==> src/rtl/urx_pkg.sv <==
package urx_pkg;

    typedef enum logic [2:0] {
        ST_IDLE,
        ST_START,
        ST_DATA,
        ST_PAR,
        ST_STOP,
        ST_STOP2
    } rx_state_e;

    typedef struct packed {
        logic len7;
        logic par_en;
        logic par_odd;
        logic two_stop;
    } rx_cfg_t;

endpackage

==> src/rtl/urx_sync.sv <==
module urx_sync #(
    parameter int STAGES = 2
) (
    input  logic clk,
    input  logic rst_n,
    input  logic din,
    output logic dout
);

    logic [STAGES-1:0] sh_d, sh_q;

    always_comb begin
        sh_d = {sh_q[STAGES-2:0], din};
    end

    always_ff @(posedge clk or negedge rst_n) begin
        if (!rst_n) sh_q <= '1;
        else        sh_q <= sh_d;
    end

    assign dout = sh_q[STAGES-1];

endmodule

==> src/rtl/urx_framer.sv <==
module urx_framer
    import urx_pkg::*;
#(
    parameter int OVS = 16,
    parameter int DW  = 8
) (
    input  logic          clk,
    input  logic          rst_n,
    input  logic          tick,
    input  logic          rxs,
    input  logic          enable,
    input  rx_cfg_t       cfg,
    output logic          frame_done,
    output logic [DW-1:0] frame_data,
    output logic          stop_bad,
    output logic          par_bad,
    output logic          busy
);

    localparam int CW   = $clog2(OVS);
    localparam int HALF = OVS / 2;
    localparam int BW   = $clog2(DW + 1);

    typedef struct packed {
        rx_state_e     st;
        logic [CW-1:0] cnt;
        logic [BW-1:0] nbit;
        logic [DW-1:0] sr;
        logic          pbit;
        rx_cfg_t       cfg;
        logic          armed;
        logic          done;
        logic          sbad;
    } fr_t;

    fr_t d, q;

    logic          bit_end;
    logic          mid_start;
    logic [BW-1:0] last_bit;

    assign bit_end   = (q.cnt == CW'(OVS - 1));
    assign mid_start = (q.cnt == CW'(HALF - 1));
    assign last_bit  = q.cfg.len7 ? BW'(DW - 2) : BW'(DW - 1);

    always_comb begin
        d      = q;
        d.done = 1'b0;
        case (q.st)
            ST_IDLE: begin
                if (rxs) d.armed = 1'b1;
                if (tick && !rxs && q.armed && enable) begin
                    d.st    = ST_START;
                    d.cnt   = '0;
                    d.armed = 1'b0;
                    d.cfg   = cfg;
                end
            end
            ST_START: begin
                if (tick) begin
                    if (mid_start) begin
                        d.cnt = '0;
                        if (rxs) begin
                            d.st = ST_IDLE;
                        end else begin
                            d.st   = ST_DATA;
                            d.nbit = '0;
                        end
                    end else begin
                        d.cnt = q.cnt + 1'b1;
                    end
                end
            end
            ST_DATA: begin
                if (tick) begin
                    if (bit_end) begin
                        d.cnt = '0;
                        d.sr  = {rxs, q.sr[DW-1:1]};
                        if (q.nbit == last_bit)
                            d.st = q.cfg.par_en ? ST_PAR : ST_STOP;
                        else
                            d.nbit = q.nbit + 1'b1;
                    end else begin
                        d.cnt = q.cnt + 1'b1;
                    end
                end
            end
            ST_PAR: begin
                if (tick) begin
                    if (bit_end) begin
                        d.cnt  = '0;
                        d.pbit = rxs;
                        d.st   = ST_STOP;
                    end else begin
                        d.cnt = q.cnt + 1'b1;
                    end
                end
            end
            ST_STOP: begin
                if (tick) begin
                    if (bit_end) begin
                        d.cnt  = '0;
                        d.done = 1'b1;
                        d.sbad = ~rxs;
                        d.st   = q.cfg.two_stop ? ST_STOP2 : ST_IDLE;
                    end else begin
                        d.cnt = q.cnt + 1'b1;
                    end
                end
            end
            ST_STOP2: begin
                if (tick) begin
                    if (bit_end) begin
                        d.cnt = '0;
                        d.st  = ST_IDLE;
                    end else begin
                        d.cnt = q.cnt + 1'b1;
                    end
                end
            end
            default: d.st = ST_IDLE;
        endcase
    end

    always_ff @(posedge clk or negedge rst_n) begin
        if (!rst_n) begin
            q       <= '0;
            q.st    <= ST_IDLE;
        end else begin
            q <= d;
        end
    end

    // Short frames sit in the upper bits of the shifter.
    assign frame_data = q.cfg.len7 ? {1'b0, q.sr[DW-1:1]} : q.sr;
    assign frame_done = q.done;
    assign stop_bad   = q.sbad;
    assign par_bad    = q.cfg.par_en & ((^frame_data) ^ q.pbit ^ q.cfg.par_odd);
    assign busy       = (q.st != ST_IDLE);

endmodule

==> src/rtl/urx_flags.sv <==
module urx_flags #(
    parameter int DW = 8
) (
    input  logic          clk,
    input  logic          rst_n,
    input  logic          frame_done,
    input  logic [DW-1:0] frame_data,
    input  logic          stop_bad,
    input  logic          par_bad,
    input  logic          clr_full,
    input  logic          clr_ovr,
    input  logic          clr_frm,
    input  logic          clr_par,
    input  logic          irq_en,
    output logic [DW-1:0] rx_data,
    output logic          full,
    output logic          ovr_err,
    output logic          frm_err,
    output logic          par_err,
    output logic          irq_done,
    output logic          irq_err,
    output logic          rx_enable
);

    typedef struct packed {
        logic [DW-1:0] data;
        logic          full;
        logic          ovr;
        logic          frm;
        logic          par;
    } fl_t;

    fl_t d, q;
    logic any_err;

    always_comb begin
        d = q;
        // Clears first, so a set below overrides them.
        if (clr_full) d.full = 1'b0;
        if (clr_ovr)  d.ovr  = 1'b0;
        if (clr_frm)  d.frm  = 1'b0;
        if (clr_par)  d.par  = 1'b0;
        if (frame_done) begin
            if (q.full) begin
                d.ovr = 1'b1;
            end else begin
                d.data = frame_data;
                if (stop_bad) d.frm = 1'b1;
                if (par_bad)  d.par = 1'b1;
                if (!stop_bad && !par_bad) d.full = 1'b1;
            end
        end
    end

    always_ff @(posedge clk or negedge rst_n) begin
        if (!rst_n) q <= '0;
        else        q <= d;
    end

    assign any_err   = q.ovr | q.frm | q.par;
    assign rx_data   = q.data;
    assign full      = q.full;
    assign ovr_err   = q.ovr;
    assign frm_err   = q.frm;
    assign par_err   = q.par;
    assign irq_done  = irq_en & q.full;
    assign irq_err   = irq_en & any_err;
    assign rx_enable = ~any_err;

endmodule

==> src/rtl/uart_rx_core.sv <==
module uart_rx_core
    import urx_pkg::*;
#(
    parameter int OVS       = 16,
    parameter int DW        = 8,
    parameter int SYNC_STGS = 2
) (
    input  logic          clk,
    input  logic          rst_n,
    input  logic          tick,
    input  logic          rxd,
    input  logic          cfg_len7,
    input  logic          cfg_par_en,
    input  logic          cfg_par_odd,
    input  logic          cfg_two_stop,
    input  logic          irq_en,
    input  logic          clr_full,
    input  logic          clr_ovr,
    input  logic          clr_frm,
    input  logic          clr_par,
    output logic [DW-1:0] rx_data,
    output logic          full,
    output logic          ovr_err,
    output logic          frm_err,
    output logic          par_err,
    output logic          irq_done,
    output logic          irq_err
);

    logic          rx_sync;
    logic          rx_enable;
    logic          fr_done;
    logic [DW-1:0] fr_data;
    logic          fr_stop_bad;
    logic          fr_par_bad;
    logic          fr_busy;
    rx_cfg_t       cfg_in;

    assign cfg_in = '{len7: cfg_len7, par_en: cfg_par_en,
                      par_odd: cfg_par_odd, two_stop: cfg_two_stop};

    urx_sync #(.STAGES(SYNC_STGS)) u_sync (
        .clk   (clk),
        .rst_n (rst_n),
        .din   (rxd),
        .dout  (rx_sync)
    );

    urx_framer #(.OVS(OVS), .DW(DW)) u_framer (
        .clk        (clk),
        .rst_n      (rst_n),
        .tick       (tick),
        .rxs        (rx_sync),
        .enable     (rx_enable),
        .cfg        (cfg_in),
        .frame_done (fr_done),
        .frame_data (fr_data),
        .stop_bad   (fr_stop_bad),
        .par_bad    (fr_par_bad),
        .busy       (fr_busy)
    );

    urx_flags #(.DW(DW)) u_flags (
        .clk        (clk),
        .rst_n      (rst_n),
        .frame_done (fr_done),
        .frame_data (fr_data),
        .stop_bad   (fr_stop_bad),
        .par_bad    (fr_par_bad),
        .clr_full   (clr_full),
        .clr_ovr    (clr_ovr),
        .clr_frm    (clr_frm),
        .clr_par    (clr_par),
        .irq_en     (irq_en),
        .rx_data    (rx_data),
        .full       (full),
        .ovr_err    (ovr_err),
        .frm_err    (frm_err),
        .par_err    (par_err),
        .irq_done   (irq_done),
        .irq_err    (irq_err),
        .rx_enable  (rx_enable)
    );

endmodule

==> config.mk <==
export PLATFORM = sky130hd
export DESIGN_NAME = uart_rx_core
export DESIGN_NICKNAME = d
export VERILOG_FILES = /design/src/rtl/urx_pkg.sv /design/src/rtl/urx_sync.sv /design/src/rtl/urx_framer.sv /design/src/rtl/urx_flags.sv /design/src/rtl/uart_rx_core.sv
export SDC_FILE = /design/constraint.sdc
export NUM_CORES = 1
export LEC_CHECK = 0
export BUFFER_PORTS_ARGS = -buffer_cell sky130_fd_sc_hd__buf_4
export CAP_MARGIN = 10
export CORE_AREA = 2 2 57 69
export CTS_BUF_LIST = sky130_fd_sc_hd__clkbuf_8
export CTS_CLUSTER_SIZE = 8
export DETAILED_ROUTE_END_ITERATION = 12
export DIE_AREA = 0 0 59 71
export GPL_TIMING_DRIVEN = 0
export HOLD_SLACK_MARGIN = 0.12
export PLACE_DENSITY_LB_ADDON = 0.08
export SETUP_SLACK_MARGIN = 0.1
export SLEW_MARGIN = 40
export SYNTH_ARGS = -nofsm -noshare
export SYNTH_HDL_FRONTEND = slang
export SYNTH_SLANG_ARGS = --single-unit
export TNS_END_PERCENT = 50
==> constraint.sdc <==
create_clock -name clk -period 5.47 [get_ports clk]
set_clock_uncertainty 0.2 [all_clocks]
set_input_delay 0.547 -clock clk [delete_from_list [all_inputs] [get_ports clk]]
set_output_delay 0.547 -clock clk [all_outputs]
set_load 0.01 [all_outputs]
# Word-level counts from Yosys, hierarchy flattened
# Cells that the tools add are included.
[totals]
inputBits = 13
regBits = 41
latchBits = 0
mem_bits_rw = 0
mem_bits_ro = 0
n_memories = 0
[classes]
shifts = 0
bitwise = 10
n_mux = 42
n_eq_ne = 22
div = 0
order_cmp = 0
multipliers = 0
n_reduce_logical = 21
n_addsub = 2
[ops]
columns = ["operator", "n"]
rows = [
  ["$mux W7", 4],
  ["$mux W3", 8],
  ["$mux W4", 6],
  ["$pmux W4 S6", 1],
  ["$mux W19", 1],
  ["$pmux W3 S6", 1],
  ["$ne A2 B1 Y1 const B", 7],
  ["$ne A2 B2 Y1 const B", 7],
  ["$reduce_and A7 Y1", 2],
  ["$mux W1", 12],
  ["$mux W12", 1],
  ["$reduce_and A12 Y1", 1],
  ["$mux W11", 1],
  ["$mux W2", 5],
  ["$reduce_and A3 Y1", 3],
  ["$add A4 B1 Y4 const B", 2],
  ["$mux W8", 1],
  ["$pmux W4 S2", 1],
  ["$reduce_xor A8 Y1", 1],
  ["$eq A3 B2 Y1 const B", 2],
  ["$eq A3 B3 Y1 const B", 2],
  ["$reduce_and A2 Y1", 3],
  ["$reduce_bool A6 Y1", 1],
  ["$eq A4 B3 Y1 const B", 1],
  ["other kinds (11)", 23],
]

# Depth between registers and ports, before layout
[logic_depth]
word_depth = 10
mapped_depth = 7

# Cells and area by module
# From an unflattened synthesis, not the netlist that was laid out.
[hier_totals]
hier_cells = 189
hier_area_um2 = 2142.1
[by_module_without_submodules]
columns = ["module", "seq_area_each_um2", "instances", "cells_per_inst", "area_per_inst_um2"]
rows = [
  ["urx_framer", 675.6, 1, 152, 1607.8],
  ["urx_flags", 300.3, 1, 35, 481.7],
  ["urx_sync", 52.6, 1, 2, 52.6],
]

# Least setup slack after synthesis
# No wires, ideal clock.
[synth_timing]
path_kind = "register to register"
start = "register u_flags.q, in the netlist u_flags.ovr_err"
end = "register u_framer.q[24] in the netlist's numbering"
t_arrival_ps = 1761
period_less_slack_ps = 2086
slack_ps = 3384
stages_incl_launch_ff = 6
setup_ps = 125
required_ps = 5145
path_cell_list = "dfrtp_1 > or3_4 > or3_1 > a21oi_2 > o211ai_2 > mux2_4"
[synth_via]
elab_chain_len = 6
[synth_lines]
columns = ["element", "line_no", "rtl"]
rows = [
  ["start, declared", "urx_flags.sv:33", "fl_t d, q;"],
  ["start signal, assigned", "urx_flags.sv:56", "if (!rst_n) q <= '0;"],
  ["start signal, assigned", "urx_flags.sv:57", "else q <= d;"],
  ["$or A1 B1 Y1 (2 in a row)", "urx_flags.sv:60", "assign any_err = q.ovr | q.frm | q.par;"],
  ["$not A1 Y1", "urx_flags.sv:68", "assign rx_enable = ~any_err;"],
  ["$logic_and A1 B1 Y1", "urx_framer.sv:52", "if (tick && !rxs && q.armed && enable) begin"],
  ["$ne A2 B1 Y1 (no line)", "n/a", ""],
  ["$reduce_and A12 Y1 (no line)", "n/a", ""],
  ["end, declared", "urx_framer.sv:36", "fr_t d, q;"],
]
# Every way passes these cells.
# A chain may end at the register's enable or synchronous reset.

# Worst setup path after layout
[layout_timing]
start = "register u_flags.q, in the netlist u_flags.ovr_err"
end = "output irq_err"
[layout_via]
elab_chain_len = 3
[layout_lines]
columns = ["element", "line_no", "rtl"]
rows = [
  ["$or A1 B1 Y1 (2 in a row)", "urx_flags.sv:60", ""],
  ["$and A1 B1 Y1", "urx_flags.sv:67", "assign irq_err = irq_en & any_err;"],
  ["end, declared", "uart_rx_core.sv:27", "output logic irq_err"],
]
# Every way passes these cells.

==> metrics.md <==
| Metric | Value |
|---|---|
| FFs w/ async S/R, synth | 1.00 |
| Synth top area cells | dfrtp_1 (45%), nand2_1 (8.3%), o21ai_0 (5.3%) |
| Synthesis Warnings | 0 |
| Fin. Hold Viols | 0 |
| Pwr Total | roughly 0.0010 W |
| Sequential-to-total area share from yosys stat | 0.473 |
| Count leader, synth | nand2_1 |
| Flops & latches, synth | 41 |
| Post-synthesis compound-gate area fraction | 0.137 |
| First-pass GRT wire length | slightly below 8000 um |
| PD cells | ~400 nW/um^2 |
| Crit path cell chain | or3_4, and2_2, buf_4 |
| Total Nets Final | 272 |
| Most frequent cells after synthesis | nand2_1 (48), dfrtp_1 (39), o21ai_0 (23), nor2_1 (13), mux2i_1 (10) |
| Worst vdd ir | 0.239 mV |
| Final Max Slew Viols | 0 |
| Hold Path Class | in -> reg |
| Post-cts sizing count | 0 |
| Row count | 24 |
| Syn nets | approximately 240 |
| Longest Clk Path Bufs | 2 |
| TritonCTS Buffers | 5 |
| Rel. slew slack | 0.661 |
| Vias in the first global route | 1,686 |
| Synth top area share | 0.449 |
| Status | finished, final reports clean |
| Drt first pass iters | 4 |
| Root buf cell | clkbuf_8 |
| Initial Utilization | 0.614 |
| DRC | 0 |
| Initial drt markers | between 70 and 80 |
| Slowest stage delay, CP | ~0.42 ns |
| Critical path type | reg -> out |
| Hold slack | 0.155 ns |
| Overflow after GRT | 0 |
| RSZ-0062 raised after global routing | false |
| Synth Area in XOR/XNOR | 0.0449 |
| Initial antenna violation count | 0 |
| N_diodes | 0 |
| Die area | about 4200 um^2 |
| CP arrival | ~1.5 ns |
| Max H-tree Level | 2 |
| TritonCTS clock tree | done |
| Global Route Usage Sum | 0.245 |
| IO Count | 27 |
| Synth cell types | 46 |
| Die Y | 71 um |
| Vias/cell | just under 6 |
| Top cell type by total area after synthesis | dfrtp_1 |
| Largest family of logic cells by synthesized area | simple AND/OR/NAND/NOR gates |
| Post-Syn Area | ~2200 um^2 |
| Slew @ Worst Pin | 0.508 ns |
| Syn Area/Cell | slightly below 10 um^2 |
| Post-layout min period | 2.19 ns |
| Final ANT Viol Nets | 0 |
| Max frequency | around 0.46 GHz |
| Routability cong. | 0.851 |
| CORE AREA | roughly 3500 um^2 |
| P_leak | 1.25 nW |
| Die W | around 59 um |
| Max-Cap Viols | 0 |
| CP startpoint kind | flip-flop |
| Post-DP HPWL | approximately 3200 um |
| Largest net degree at the start of global routing | 42 |
| EDFF count, synth | 0 |
| Proportion of synthesized area in mux cells | 0.0805 |
| Setup violators final | 0 |
| Wirelength, routed | ~4600 um |
| Setup TNS | 0 ns |
| DR vias | around 1,700 |
| Layout cells sized above 1 | 0.217 |
| Area grow syn2layout | 16.3% |
| Clock transition at the registers of the reported paths | around 0.080 ns |
| Gate Count Post-Synth | ~220 |
| Critical Path RT | ~4.7 ns |
| Worst-Skew Late Latency | ~0.3 ns |
| Synth Area in Simple Gates | 0.206 |
| Final period utilization | 0.401 |
| Drt wl/cell | about 15 um |
| Post-synth top flop | dfrtp_1 |
| Worst-path fanout max | 3 |
| Slowest stage cell, crit path | or3_4 |
| Synth Area in Adders | 0.0115 |
| CTS sink cnt | 41 |
| Type of destination of the critical path | output port |
| Port bufs | 25 |
[critical path: cells and delay by family, from the launching register on]
kind	cells	cell delay, ns
DFF	1	0.40
buffers and inverters	1	0.14
and+or+nand+nor	2	0.62
[final cells by class]
class / instances / area, um^2
clock inverters: 3 / 38.8
plain buffers: 11 / 68.8
inverters: 9 / 33.8
repair buffers: 26 / 198
fillers: 294 / 1010
multi-input cells: 163 / 1040
flip-flops and latches: 41 / 1030
well taps: 39 / 48.8
clock buffers: 5 / 68.8
[routing by layer]
layer	wire (um)	vias to the layer above	global-route usage	part of all wire
met5	0	-	0	0
met4	87	0	0.0833	0.019
met3	146	11	0.0530	0.032
met2	2380	36	0.421	0.52
met1	1950	844	0.301	0.43
li1	-	830	-	-
[cells by family (layout without fill, tap and decap cells)]
family,Yosys count,count (layout)
compound gates,45,45
fa+ha+maj,2,2
mux,16,16
flops,41,41
buf+inv,20,54
xor+xnor,8,8
simple gates,92,92
[cells in the final DEF (no fill, tap or decap), types with 3 or more instances in the layout]
cell type,instances
nand2_1,48
dfrtp_1,39
buf_4,30
o21ai_0,23
nor2_1,13
inv_1,10
mux2i_1,10
nand3_1,7
clkbuf_8,5
clkbuf_1,4
xnor2_1,4
mux2_2,4
a31oi_1,4
nor2b_1,3
or3_1,3
[path summary, 6_finish.rpt]
check	from	cells after the start	slack [ns]	end
min reg2reg	u_sync.sh_q[0]$_DFF_PN1_	0	0.16	u_sync.sh_q[1]$_DFF_PN1_
max reg2reg	u_flags.ovr_err$_DFF_PN0_	5	3.29	u_framer.q[22]$_DFFE_PN0P_
max in group asynchronous	rst_n	2	4.13	u_sync.sh_q[0]$_DFF_PN1_
max	u_flags.ovr_err$_DFF_PN0_	3	3.28	irq_err
min in group asynchronous	rst_n	2	0.57	u_framer.q[26]$_DFFE_PN0P_
min	rxd	1	0.16	u_sync.sh_q[0]$_DFF_PN1_
[sequential cells by signal (all words and copies together) (netlist names)]
name,flops
u_flags.ovr_err,1
u_framer.frame_done,1
u_flags.frm_err,1
u_flags.rx_data,8
u_sync.sh_q,2
u_flags.par_err,1
u_framer.stop_bad,1
u_flags.full,1
u_framer.q,25
[repair_timing]
action / CTS / global route
hold buffers: 1 / 0
buffers inserted: 0 / 0
endpoints found under the hold margin: 39 / 0
[power by group]
part / switching (W) / internal, W
Clock: 0.000107 / 0.000134
Sequential: 0.0000342 / 0.000344
Combinational: 0.000201 / 0.000186
[stage by stage]
stage | setup slack (ns) | cell area, um^2 | utilization | instances
global placement | 3.31 | 2410 | 0.681 | 288
finish | 3.28 | 2530 | 0.714 | 297
CTS | 3.27 | 2530 | 0.714 | 297
detailed placement | 3.30 | 2410 | 0.681 | 288
global route | 3.14 | 2530 | 0.714 | 297
floorplan | 3.38 | 2180 | - | 224
Note: power is estimated with default switching activity, not from simulation.
